## config.mk

```make
export PLATFORM = sky130hd
export DESIGN_NAME = scram_reg_bridge
export DESIGN_NICKNAME = d
export VERILOG_FILES = /design/src/rtl/scram_bridge_pkg.sv /design/src/rtl/addr_permute.sv /design/src/rtl/gate_lock.sv /design/src/rtl/byte_regfile.sv /design/src/rtl/scram_reg_bridge.sv
export SDC_FILE = /design/constraint.sdc
export NUM_CORES = 1
export LEC_CHECK = 0
export ABC_AREA = 0
export BUFFER_PORTS_ARGS = -buffer_cell sky130_fd_sc_hd__buf_2
export CAP_MARGIN = 15
export CORE_MARGIN = 4
export CORE_UTILIZATION = 45
export CTS_CLUSTER_SIZE = 30
export DETAILED_ROUTE_END_ITERATION = 8
export PLACE_DENSITY = 0.64
export SETUP_SLACK_MARGIN = 0.02
export SYNTH_ARGS = -nofsm -noshare
export SYNTH_HDL_FRONTEND = slang
export SYNTH_HIERARCHICAL = 1
export SYNTH_SLANG_ARGS = --single-unit
export TNS_END_PERCENT = 10
```

## constraint.sdc

```tcl
create_clock -name clk -period 3 [get_ports clk]
set_clock_uncertainty 0.15 [all_clocks]
set_input_delay 0.15 -clock clk [delete_from_list [all_inputs] [get_ports clk]]
set_output_delay 0.15 -clock clk [all_outputs]
set_load 0.01 [all_outputs]
```

## src/rtl/scram_bridge_pkg.sv

```systemverilog
package scram_bridge_pkg;

    localparam int NATIVE_AW = 16;
    localparam int HOST_AW   = 17;
    localparam int DATA_W    = 32;

    localparam logic [HOST_AW-1:0] LOCK_OFFSET = 17'h10010;
    localparam logic [DATA_W-1:0]  KEY_OPEN    = 32'h5452_4545;
    localparam logic [DATA_W-1:0]  KEY_CLOSE   = 32'h5741_5452;

    typedef enum logic [1:0] {
        SZ_BYTE = 2'b00,
        SZ_HALF = 2'b01,
        SZ_WORD = 2'b10,
        SZ_RSVD = 2'b11
    } acc_size_e;

    typedef enum logic {
        GATE_CLOSED = 1'b0,
        GATE_OPEN   = 1'b1
    } gate_state_e;

    // Decoded view of one accepted request
    typedef struct packed {
        logic                 fire;
        logic                 wr;
        logic                 win;     // controller window
        logic                 key;     // lock register offset
        logic                 narrow;  // byte sized
        logic                 wide32;  // word sized
        logic [NATIVE_AW-1:0] native;
    } req_dec_t;

    typedef struct packed {
        logic              valid;
        logic              err;
        logic [DATA_W-1:0] data;
    } rsp_t;

    // Native bit index carried by host bit h of the controller window.
    function automatic int native_bit_of(input int h);
        if (h == 0)
            return 0;
        else if (h <= 7)
            return 2 * h;
        else
            return 31 - 2 * h;
    endfunction

endpackage

```

## src/rtl/addr_permute.sv

```systemverilog
module addr_permute
    import scram_bridge_pkg::*;
#(
    parameter bit INVERSE = 1'b0   // 0: host -> native, 1: native -> host
) (
    input  logic [NATIVE_AW-1:0] in_addr,
    output logic [NATIVE_AW-1:0] out_addr
);

    for (genvar h = 0; h < NATIVE_AW; h++) begin : g_bit
        localparam int NB = native_bit_of(h);
        if (INVERSE) begin : g_inv
            assign out_addr[h] = in_addr[NB];
        end else begin : g_fwd
            assign out_addr[NB] = in_addr[h];
        end
    end

endmodule

```

## src/rtl/gate_lock.sv

```systemverilog
module gate_lock
    import scram_bridge_pkg::*;
(
    input  logic              clk,
    input  logic              rst,
    input  logic              key_we,
    input  logic [DATA_W-1:0] key_data,
    output logic              open
);

    gate_state_e state_q, state_d;

    always_comb begin
        state_d = state_q;
        if (key_we) begin
            if (key_data == KEY_OPEN)
                state_d = GATE_OPEN;
            else if (key_data == KEY_CLOSE)
                state_d = GATE_CLOSED;
        end
    end

    always_ff @(posedge clk) begin
        if (rst)
            state_q <= GATE_CLOSED;
        else
            state_q <= state_d;
    end

    assign open = (state_q == GATE_OPEN);

    AST_KEY_OPENS: assert property (@(posedge clk) disable iff (rst)
        key_we && key_data == KEY_OPEN |=> open);

    AST_KEY_CLOSES: assert property (@(posedge clk) disable iff (rst)
        key_we && key_data == KEY_CLOSE |=> !open);

    AST_KEY_OTHER_HOLDS: assert property (@(posedge clk) disable iff (rst)
        !(key_we && (key_data == KEY_OPEN || key_data == KEY_CLOSE))
        |=> open == $past(open));

endmodule

```

## src/rtl/byte_regfile.sv

```systemverilog
module byte_regfile
    import scram_bridge_pkg::*;
#(
    parameter int DEPTH = 64
) (
    input  logic                 clk,
    input  logic                 rst,
    input  logic                 we,
    input  logic [NATIVE_AW-1:0] addr,
    input  logic [7:0]           wdata,
    output logic [7:0]           rdata
);

    localparam int IDX_W = $clog2(DEPTH);

    logic [7:0]       mem [DEPTH];
    logic [IDX_W-1:0] idx;
    logic             unused_hi;

    assign idx       = addr[IDX_W-1:0];
    assign unused_hi = ^addr[NATIVE_AW-1:IDX_W];

    always_ff @(posedge clk) begin
        if (rst) begin
            for (int i = 0; i < DEPTH; i++)
                mem[i] <= 8'h00;
        end else if (we) begin
            mem[idx] <= wdata;
        end
    end

    assign rdata = mem[idx];

    AST_WRITE_LANDS: assert property (@(posedge clk) disable iff (rst)
        we |=> mem[$past(idx)] == $past(wdata));

    AST_NO_WRITE_HOLDS: assert property (@(posedge clk) disable iff (rst)
        !we |=> mem[$past(idx)] == $past(rdata));

endmodule

```

## src/rtl/scram_reg_bridge.sv

```systemverilog
module scram_reg_bridge
    import scram_bridge_pkg::*;
#(
    parameter int REG_DEPTH = 64
) (
    input  logic                clk,
    input  logic                rst,
    input  logic                req_valid,
    output logic                req_ready,
    input  logic                req_write,
    input  logic [HOST_AW-1:0]  req_addr,
    input  logic [1:0]          req_size,
    input  logic [DATA_W-1:0]   req_wdata,
    output logic                rsp_valid,
    output logic [DATA_W-1:0]   rsp_rdata,
    output logic                rsp_err
);

    req_dec_t             dec;
    rsp_t                 rsp_q;
    logic [NATIVE_AW-1:0] native_addr;
    logic                 gate_open;
    logic                 rf_we;
    logic                 key_we;
    logic [7:0]           rf_rdata;

    assign req_ready = !rst;

    addr_permute #(.INVERSE(1'b0)) u_unscramble (
        .in_addr  (req_addr[NATIVE_AW-1:0]),
        .out_addr (native_addr)
    );

    always_comb begin
        dec.fire   = req_valid && req_ready;
        dec.wr     = req_write;
        dec.win    = !req_addr[HOST_AW-1];
        dec.key    = (req_addr == LOCK_OFFSET);
        dec.narrow = (acc_size_e'(req_size) == SZ_BYTE);
        dec.wide32 = (acc_size_e'(req_size) == SZ_WORD);
        dec.native = native_addr;
    end

    assign rf_we  = dec.fire && dec.wr && dec.win && dec.narrow;
    assign key_we = dec.fire && dec.wr && dec.key && dec.wide32;

    gate_lock u_lock (
        .clk      (clk),
        .rst      (rst),
        .key_we   (key_we),
        .key_data (req_wdata),
        .open     (gate_open)
    );

    byte_regfile #(.DEPTH(REG_DEPTH)) u_regs (
        .clk   (clk),
        .rst   (rst),
        .we    (rf_we),
        .addr  (dec.native),
        .wdata (req_wdata[7:0]),
        .rdata (rf_rdata)
    );

    always_ff @(posedge clk) begin
        if (rst) begin
            rsp_q <= '0;
        end else begin
            rsp_q.valid <= dec.fire;
            if (dec.fire) begin
                rsp_q.err  <= dec.win && !dec.narrow;
                rsp_q.data <= (!dec.wr && dec.win && dec.narrow && gate_open)
                              ? {24'h0, rf_rdata} : '0;
            end
        end
    end

    assign rsp_valid = rsp_q.valid;
    assign rsp_rdata = rsp_q.data;
    assign rsp_err   = rsp_q.err;

    AST_RSP_NEXT_CYCLE: assert property (@(posedge clk) disable iff (rst)
        dec.fire |=> rsp_valid);

    AST_RSP_ONLY_WHEN_ASKED: assert property (@(posedge clk) disable iff (rst)
        !dec.fire |=> !rsp_valid);

    AST_ERR_NON_BYTE: assert property (@(posedge clk) disable iff (rst)
        dec.fire && dec.win && !dec.narrow |=> rsp_err && rsp_rdata == '0);

    AST_NO_WRITE_ON_ERR: assert property (@(posedge clk) disable iff (rst)
        dec.fire && dec.win && !dec.narrow |-> !rf_we);

    AST_LOCKED_READ_ZERO: assert property (@(posedge clk) disable iff (rst)
        dec.fire && !dec.wr && dec.win && !gate_open |=> rsp_rdata == '0);

    AST_SIDE_NO_ERR: assert property (@(posedge clk) disable iff (rst)
        dec.fire && !dec.win |=> !rsp_err && rsp_rdata == '0);

endmodule

```

==> qor.yml, run 1 <==
global_route:
  grt_max_degree: 66
  grt_pass1_wl_um: 105000
  grt_usage: 0.237
  antenna_found_initial: 3
  gr-total-overflow: 0
  first_global_vias: 16353
route:
  via_per_inst: 5.97
  first_pass_iters: 5
  vias: 16605
  wl_um: 71600
  wl_per_cell_um: 25.7
  drc: 0
  ant_nets: 0
  drt_iter0_markers: 2004
clock_network:
  post_cts_buffers: 0
  clockBufferDepth: 3
  htreeDepth: 2
  numCtsBuffers: 54
  insertion_delay_ns: 0.60
  root_buffer: "clkbuf_16"
  clock_sink_count: 523
  cts_tree: "yes"
  clk_pin_slew_worst_paths_ns: 0.06
cells_and_area:
  num-fill-cells: 4533
  area_growth_pct: 14.2
  seq_area_mm2: 0.0156
  layout_common_cells: "515 x and2_1, 512 x edfxtp_1, 130 x buf_4"
  layout_commonest_cell: "and2_1"
  fin_util: 0.522
  multi_input_area_mm2: 0.00833
  nNetsFinal: 2096
  drive_gt1_frac: 0.197
pwr:
  p_seq_frac: 0.494
  sw_frac_of_total: 0.222
  power_density_mw_per_mm2: 607
  p_int_uw: 13400
  combPwrFrac: 0.075
  ir_worst_vdd_uv: 469
  power.share.clock: 0.432
  switching_power_uw: 3810
  cellLeakagePower_uw: 0.0101
placed_design:
  post-dp-hpwl_um: 46000
  gp_congestion: 0.867
  io_buffers: 65
sta:
  report.final.slew_viol_count: 0
  finalCritPeriodShare: 0.970
  rsz0062_at_grt: "false"
  setup_viol: 0
  period_minus_slack_ns: 2.91
  tightest_slew_ns: 0.922
  fmax_mhz: 344
  hold_viol: 0
  max_slew_margin: 0.386
  fin_setup_tns_ns: 0
floorplanning:
  ios: 90
  coreArea_mm2: 0.0541
  row_count: 85
  die_h_um: 243
  initial_core_util: 0.457
  dieArea_mm2: 0.0588
  die_w_um: 243
synthesis:
  yosysWarnings: 6
  synth_area_mm2: 0.0248
  syn_inst: 1943
  synth.avg_cell_area_um2: 12.7
setup_path:
  path_cells: "buf_2 -> buf_4 -> buf_4 -> nor4b_1 -> dlygate4sd3_1 -> nand3_1 -> dlygate4sd3_1 -> o31ai_1 -> dlygate4sd3_1"
  cp-end-kind: "flip-flop"
  worst-path-buf-inv: 6
  start_kind: "input port"
  reg2reg_from: "u_regs/mem[46][5]"
  cp_top_family: "buffers and inverters"
  cp.required_ns: 3.40
  worst-setup-path-type: "input port to flip-flop"
  worstPathArrival_ns: 3.31
  cp_max_fo: 49
  cp_common_cell: "dlygate4sd3_1"
  cp_slowest_cell: "dlygate4sd3_1"
  crit_start: "rst"
  rr_worst_depth: 7
  max_stage_delay_ns: 0.60
  rrSetupSlack_ns: 0.41
  rr_endpoint: "rsp_rdata[5]"
status:
  status: "complete, no violations"
min_path:
  hold_start: "req_wdata[2]"
  hold_class: "input port to flip-flop"
  min_path_cells: 2
  hold_path_end: "u_regs/mem[37][2]"
run:
  drv_cap: 0
==> per-layer routing <==
layer  GRT usage  vias up  part of all wire
met5           0        -           0.00061
met4      0.0876        6             0.034
met3      0.0516      148             0.091
met2       0.370      822              0.46
met1       0.328     8305              0.41
li1            -     7324                 -
==> worst max-delay path by stage <==
stage | to | slack, ns | cells after the start
after detailed placement | u_regs/mem[34][5] | 0.02 | 9
after global routing | u_regs/mem[25][6] | 0.02 | 11
final | u_lock/open | 0.09 | 9
after floorplan | u_regs/mem[10][0] | 0.71 | 8
after global placement | u_regs/mem[34][1] | 0.05 | 9
after CTS | u_regs/mem[34][5] | 0.15 | 10
==> repair_timing <==
action                                 in CTS  in global routing
setup endpoints to repair                   0                 64
gates resized for setup                     0                  9
endpoints found under the hold margin      19                  0
hold buffers                                9                  0
==> registers in the layout (all words and copies together) (netlist names) <==
signal       count
rsp_rdata        8
u_regs/mem     512
rsp_valid        1
u_lock/open      1
rsp_err          1
==> final cells by class <==
class,count,area share
Antenna cell,1,0.0000885
Clock buffer,74,0.0541
Clock inverter,27,0.0154
Inverter,5,0.000664
Multi-Input combinational cell,1253,0.295
Sequential cell,523,0.552
Tap cell,696,0.0308
Timing Repair Buffer,204,0.0524
==> power by group through the flow <==
stage,clock [uW],sequential (uW),combinational [uW]
floorplan,0,8570,772
global placement,0,8620,1230
detailed placement,0,8630,1240
CTS,7520,8480,1260
global route,7830,8500,1350
finish,7410,8480,1280
==> per-stage QoR <==
| stage | std cells | total power (uW) | hold WS, ns | instance area, um^2 | worst slack [ns] |
|---|---|---|---|---|---|
| 6_report | 2783 | 17200 | 0.110 | 28300 | 0.0906 |
| 3_5_place_dp | 2672 | 9870 | 0.295 | 26200 | 0.0202 |
| 2_1_floorplan | 1966 | 9340 | 0.0691 | 24900 | 0.714 |
| 5_1_grt | 2782 | 17700 | 0.0867 | 28300 | 0.0203 |
| 4_1_cts | 2782 | 17200 | 0.0648 | 28200 | 0.146 |
| 3_3_place_gp | 2672 | 9850 | 0.288 | 26200 | 0.0478 |
No activity file was read; power rests on OpenSTA's default activity.
==> run 2, diff against run 1 <==
- CORE_MARGIN: 4 -> not set
- CTS_BUF_LIST: not set -> sky130_fd_sc_hd__clkbuf_16
==> run 2 against run 1 <==
  * Sequential power is essentially flat
  * Global-route usage up 1.6 points
  * Register-to-register slack better by 0.03 ns
  * Sequential cell count did not move
  * Sequential share of layout area rose by 0.24 points
  * Combinational power about the same
  * Via count fell by 0.28%
  * Setup slack better by 0.24 ns
  * Utilization shrank 0.23 points
  * Total power down 4.8%
  * Worst hold slack worse by 0.056 ns
==> qor.yml, run 2 (synthesis gave the netlist of run 1 again) <==
route:
  ant_nets: 0  # unchanged
  drc: 0  # unchanged
  vias: 16559  # -0.28%
  drt_iter0_markers: 1839  # -8.2%
  first_pass_iters: 6  # +1
  via_per_inst: 5.93  # -0.63%
  wl_um: 71000  # -0.89%
  wl_per_cell_um: 25.4  # -1.2%
clock_network:
  htreeDepth: 2  # unchanged
  clockBufferDepth: 3  # unchanged
  clk_pin_slew_worst_paths_ns: 0.06  # about the same
  numCtsBuffers: 53  # -1.9%
  post_cts_buffers: 0  # unchanged
  insertion_delay_ns: 0.61  # about the same
  clock_sink_count: 523  # unchanged
  cts_resized: 0  # unchanged
  root_buffer: "clkbuf_16"
  cts_tree: "yes"
placed_design:
  dp.cells: 2687  # +0.56%
  io_buffers: 65  # unchanged
  post-dp-hpwl_um: 45600  # -0.87%
  gp_congestion: 0.870  # +0.35%
cells_and_area:
  nNetsFinal: 2109  # +0.62%
  layout_common_cells: "515 x and2_1, 512 x edfxtp_1, 142 x buf_4"
  layout_commonest_cell: "and2_1"
  final_cells: 2793  # +0.36%
  regMostFlops: "u_regs/mem"
  fin_util: 0.520  # -0.00229
  drive_gt1_frac: 0.196  # -0.00142
  largest_reg_flops: 512  # unchanged
  area_growth_pct: 13.7
sta:
  tightest_slew_ns: 0.916  # -0.00583 ns
  fin_setup_tns_ns: 0  # unchanged
  hold_viol: 0  # unchanged
  period_minus_slack_ns: 2.67  # -0.242 ns
  setup_viol: 0  # unchanged
  rsz0062_at_grt: "false"
  report.final.slew_viol_count: 0  # unchanged
  finalCritPeriodShare: 0.889  # -0.0807
  fmax_mhz: 375  # +9.1%
  max_slew_margin: 0.390  # +0.00389
setup_path:
  cp.required_ns: 3.13  # -0.27 ns
  worst-setup-path-type: "input port to flip-flop"
  cp-end-kind: "flip-flop"
  crit_start: "req_valid"
  path_cells: "dlygate4sd3_1 -> buf_2 -> nor3b_1 -> nand2_1 -> nor3_1 -> nor3b_1 -> buf_4 -> nand2_1 -> nor2_1 -> or2_2"
  reg2reg_from: "u_regs/mem[52][5]"
  max_stage_delay_ns: 0.52  # -0.08 ns
  cp_max_fo: 8  # -84%
  cp_num_cells: 10  # +1
  start_kind: "input port"
  worst-path-buf-inv: 3  # -3
  rr_worst_depth: 6  # -1
  cp_slowest_cell: "dlygate4sd3_1"
  worstPathArrival_ns: 2.79  # -0.52 ns
  cp_top_family: "simple AND/OR/NAND/NOR gates"
global_route:
  grt_usage: 0.253  # +0.0163
  antenna_found_initial: 0  # -3
  first_global_vias: 16479  # +0.77%
  gr-total-overflow: 0  # unchanged
  grt_pass1_wl_um: 105000  # +0.17%
  grt_max_degree: 66  # unchanged
floorplanning:
  coreArea_mm2: 0.0541  # unchanged
  row_count: 85  # unchanged
  initial_core_util: 0.457  # unchanged
  dieArea_mm2: 0.0560  # -4.9%
  die_h_um: 237  # -2.5%
  die_w_um: 237  # -2.5%
  ios: 90  # unchanged
pwr:
  power_density_mw_per_mm2: 581  # -4.3%
  ir_worst_vdd_uv: 429  # -8.5%
  cellLeakagePower_uw: 0.0102  # +0.30%
min_path:
  min_path_cells: 2  # unchanged
  hold_start: "req_wdata[2]"
  hold_class: "input port to flip-flop"
run:
  drv_cap: 0  # unchanged
status:
  status: "complete, no violations"
[run 2: power by group]
part           internal [uW]  switching (uW)  total (uW)
combinational            408             851        1260
clock                   3820            2790        6610
sequential              8350             131        8490
total                  12600            3770       16400
[run 2: worst paths after layout]
path | endpoint | slack, ns
worst max-delay path | u_regs/mem[55][5] | 0.33
worst min-delay path | u_regs/mem[26][2] | 0.05
worst max register to register | rsp_rdata[5] | 0.44
worst min register to register | rsp_rdata[5] | 0.36
[run 2: final cells by class]
class	count	area, um^2
Antenna cell	1	2.50
Clock buffer	55	1380
Clock inverter	42	344
Fill cell	4598	26000
Inverter	5	18.8
Multi-Input combinational cell	1253	8310
Sequential cell	523	15600
Tap cell	696	871
Timing Repair Buffer	218	1630
[run 2: what timing repair did]
action,4_1_cts,5_1_grt
endpoints found under the hold margin,3,0
hold buffers,7,0
setup endpoints to repair,0,0
[run 2: routing by layer]
metal  vias to the layer above  global-route usage  wire length (um)
li1                       7330                   -                 -
met1                      8355               0.349             30000
met2                       737               0.410             33600
met3                       137              0.0358              5190
met4                         0              0.0887              2250
met5                         -                   0                 0
[run 2: worst reg2reg max path: cells and delay by family, from the launching register on]
family          cells  cell delay [ns]
compound gates      4             1.24
simple gates        2             0.70
flops               1             0.37
[run 2: metrics by stage]
step	hold WS [ns]	cell area (um^2)	power (uW)	setup slack, ns
floorplan	0.0691	24900	9340	0.714
CTS	0.0219	28100	16400	0.393
global route	0.0408	28100	16800	0.208
detailed placement	0.299	26300	9870	0.0257
global placement	0.291	26300	9840	0.0607
finish	0.0538	28100	16400	0.333
==> run 3, diff against run 2 <==
- CORE_ASPECT_RATIO: not set -> 2
- CORE_MARGIN: not set -> 2
- CORE_UTILIZATION: 45 -> 55
- PLACE_DENSITY: 0.64 -> 0.75
==> run 3 against run 2 <==
  * Combinational power about the same
  * First-iteration DRC count rose by 7.0%
  * Fmax fell by 6.3%
  * Sequential cell count did not move
  * Clock power shrank 3.2%
  * Utilization grew 11 points
  * Count of clock-buffer cells in the layout decreased by 6
  * Design area down 0.64%
  * Critical path depth shrank 1
  * Critical endpoint is now u_lock/open
==> qor.yml, run 3 (synthesis gave the netlist of run 1 again) <==
status:
  status: "complete, no violations"
cells_and_area:
  area_growth_pct: 12.9
  drive_gt1_frac: 0.191  # -0.00413
  regMostFlops: "u_regs/mem"
  final_cells: 2649  # -5.2%
  nNetsFinal: 2109  # unchanged
  final_cell_area_mm2: 0.0280  # -0.64%
  n_antenna_cell: 0  # -1
  layout_common_cells: "515 x and2_1, 512 x edfxtp_1, 133 x buf_4"
  largest_reg_flops: 512  # unchanged
  num-fill-cells: 3296  # -28%
  layout_commonest_cell: "and2_1"
route:
  ant_nets: 0  # unchanged
  drc: 0  # unchanged
  via_per_inst: 6.35  # +7.1%
  drt_iter0_markers: 1968  # +7.0%
  wl_um: 69100  # -2.6%
  first_pass_iters: 6  # unchanged
  wl_per_cell_um: 26.1  # +2.7%
  vias: 16822  # +1.6%
global_route:
  first_global_vias: 16517  # +0.23%
  grt_usage: 0.295  # +0.0419
  grt_pass1_wl_um: 103000  # -1.8%
  gr-total-overflow: 0  # unchanged
  grt_max_degree: 66  # unchanged
  antenna_found_initial: 1  # +1
placed_design:
  post-dp-hpwl_um: 44700  # -1.8%
  post_dp_cell_area_mm2: 0.0261  # -0.79%
  gp_congestion: 0.907  # +4.2%
  io_buffers: 65  # unchanged
  dp.cells: 2547  # -5.2%
pwr:
  ir_worst_vdd_uv: 512  # +19%
  cellLeakagePower_uw: 0.0102  # -0.28%
  power.total_uw: 16100  # -1.4%
  power_density_mw_per_mm2: 577  # -0.74%
clock_network:
  root_buffer: "clkbuf_16"
  clock_sink_count: 523  # unchanged
  cts_tree: "yes"
  insertion_delay_ns: 0.58  # -0.03 ns
  clk_pin_slew_worst_paths_ns: 0.07  # about the same
  clockBufferDepth: 3  # unchanged
  htreeDepth: 2  # unchanged
  numCtsBuffers: 46  # -13%
  post_cts_buffers: 0  # unchanged
floorplanning:
  initial_core_util: 0.554  # +0.0962
  coreArea_mm2: 0.0447  # -17%
  row_count: 110  # +29%
  die_w_um: 154  # -35%
  ios: 90  # unchanged
  dieArea_mm2: 0.0468  # -16%
  die_h_um: 304  # +29%
setup_path:
  max_stage_delay_ns: 0.60  # +0.08 ns
  cp_common_cell: "dlygate4sd3_1"
  cp_max_fo: 40  # +32
  worstPathArrival_ns: 3.18  # +0.39 ns
  start_kind: "input port"
  worst-setup-path-type: "input port to flip-flop"
  reg2reg_from: "u_regs/mem[38][3]"
  cp.required_ns: 3.34  # +0.21 ns
  worst-path-buf-inv: 6  # +3
  path_cells: "dlygate4sd3_1 -> buf_2 -> buf_4 -> buf_6 -> nor4b_1 -> dlygate4sd3_1 -> nand3_1 -> dlygate4sd3_1 -> o31ai_1"
  crit_start: "rst"
  cp-end-kind: "flip-flop"
  cp_top_family: "buffers and inverters"
  cp_slowest_cell: "dlygate4sd3_1"
sta:
  setup_viol: 0  # unchanged
  finalCritPeriodShare: 0.949  # +0.0597
  fin_setup_tns_ns: 0  # unchanged
  period_minus_slack_ns: 2.85  # +0.179 ns
  hold_viol: 0  # unchanged
  fmax_mhz: 351  # -6.3%
  tightest_slew_ns: 1.17  # +0.257 ns
  report.final.slew_viol_count: 0  # unchanged
  rsz0062_at_grt: "false"
  max_slew_margin: 0.214  # -0.175
min_path:
  hold_start: "req_wdata[5]"
  hold_class: "input port to flip-flop"
run:
  drv_cap: 0  # unchanged
-- run 3: cell types whose count changed in the layout (fill, tap and decap cells not counted), moves of 6 or more --
cell / change
buf_4: -9
clkinv_2: -6
dlygate4sd3_1: +12
clkbuf_16: -6
inv_1: -6
-- run 3: final cells by class --
class	count	area [um^2]	area share
flip-flops and latches	523	15600	0.558
multi-input cells	1253	8320	0.298
repair buffers	225	1700	0.0608
clock buffers	49	1230	0.0438
well taps	560	701	0.0251
clock inverters	34	399	0.0143
inverters	5	18.8	0.000671
-- run 3: what timing repair did --
item	4_1_cts	5_1_grt
hold endpoints to repair	11	0
setup endpoints to repair	0	9
hold buffers	19	0
gates resized for setup	0	4
-- run 3: worst register-to-register path, stage by stage, from the launching register on --
cell      delay [ns]
edfxtp_1        0.40
mux2_2          0.29
a221oi_1        0.33
a21oi_1         0.10
o21ai_0         0.31
o21ai_0         0.32
or3_1           0.49
a32o_1          0.24
-- run 3: where the power goes --
group / internal [uW] / switching, uW
Combinational: 403 / 838
Clock: 3740 / 2670
Sequential: 8350 / 137
-- run 3: path summary, 6_finish.rpt --
check                 endpoint  slack, ns  depth (start not counted)
min          u_regs/mem[32][5]       0.08                          2
max                u_lock/open       0.15                          9
max reg2reg       rsp_rdata[3]       0.27                          7
min reg2reg       rsp_rdata[1]       0.39                          1
-- run 3: per-layer routing --
| layer | vias up | GRT usage | share of wire |
|---|---|---|---|
| li1 | 7323 | - | - |
| met1 | 8255 | 0.396 | 0.37 |
| met2 | 1035 | 0.469 | 0.47 |
| met3 | 209 | 0.0477 | 0.10 |
| met4 | 0 | 0.145 | 0.053 |
| met5 | - | 0 | 0 |
-- run 3: stage by stage --
step,setup WS [ns],util,hold WS [ns]
floorplan,0.714,-,0.0691
global placement,0.0325,0.584,0.282
detailed placement,-0.0539,0.584,0.303
CTS,0.127,0.625,0.0753
global route,0.0385,0.625,0.0911
finish,0.154,0.625,0.0821
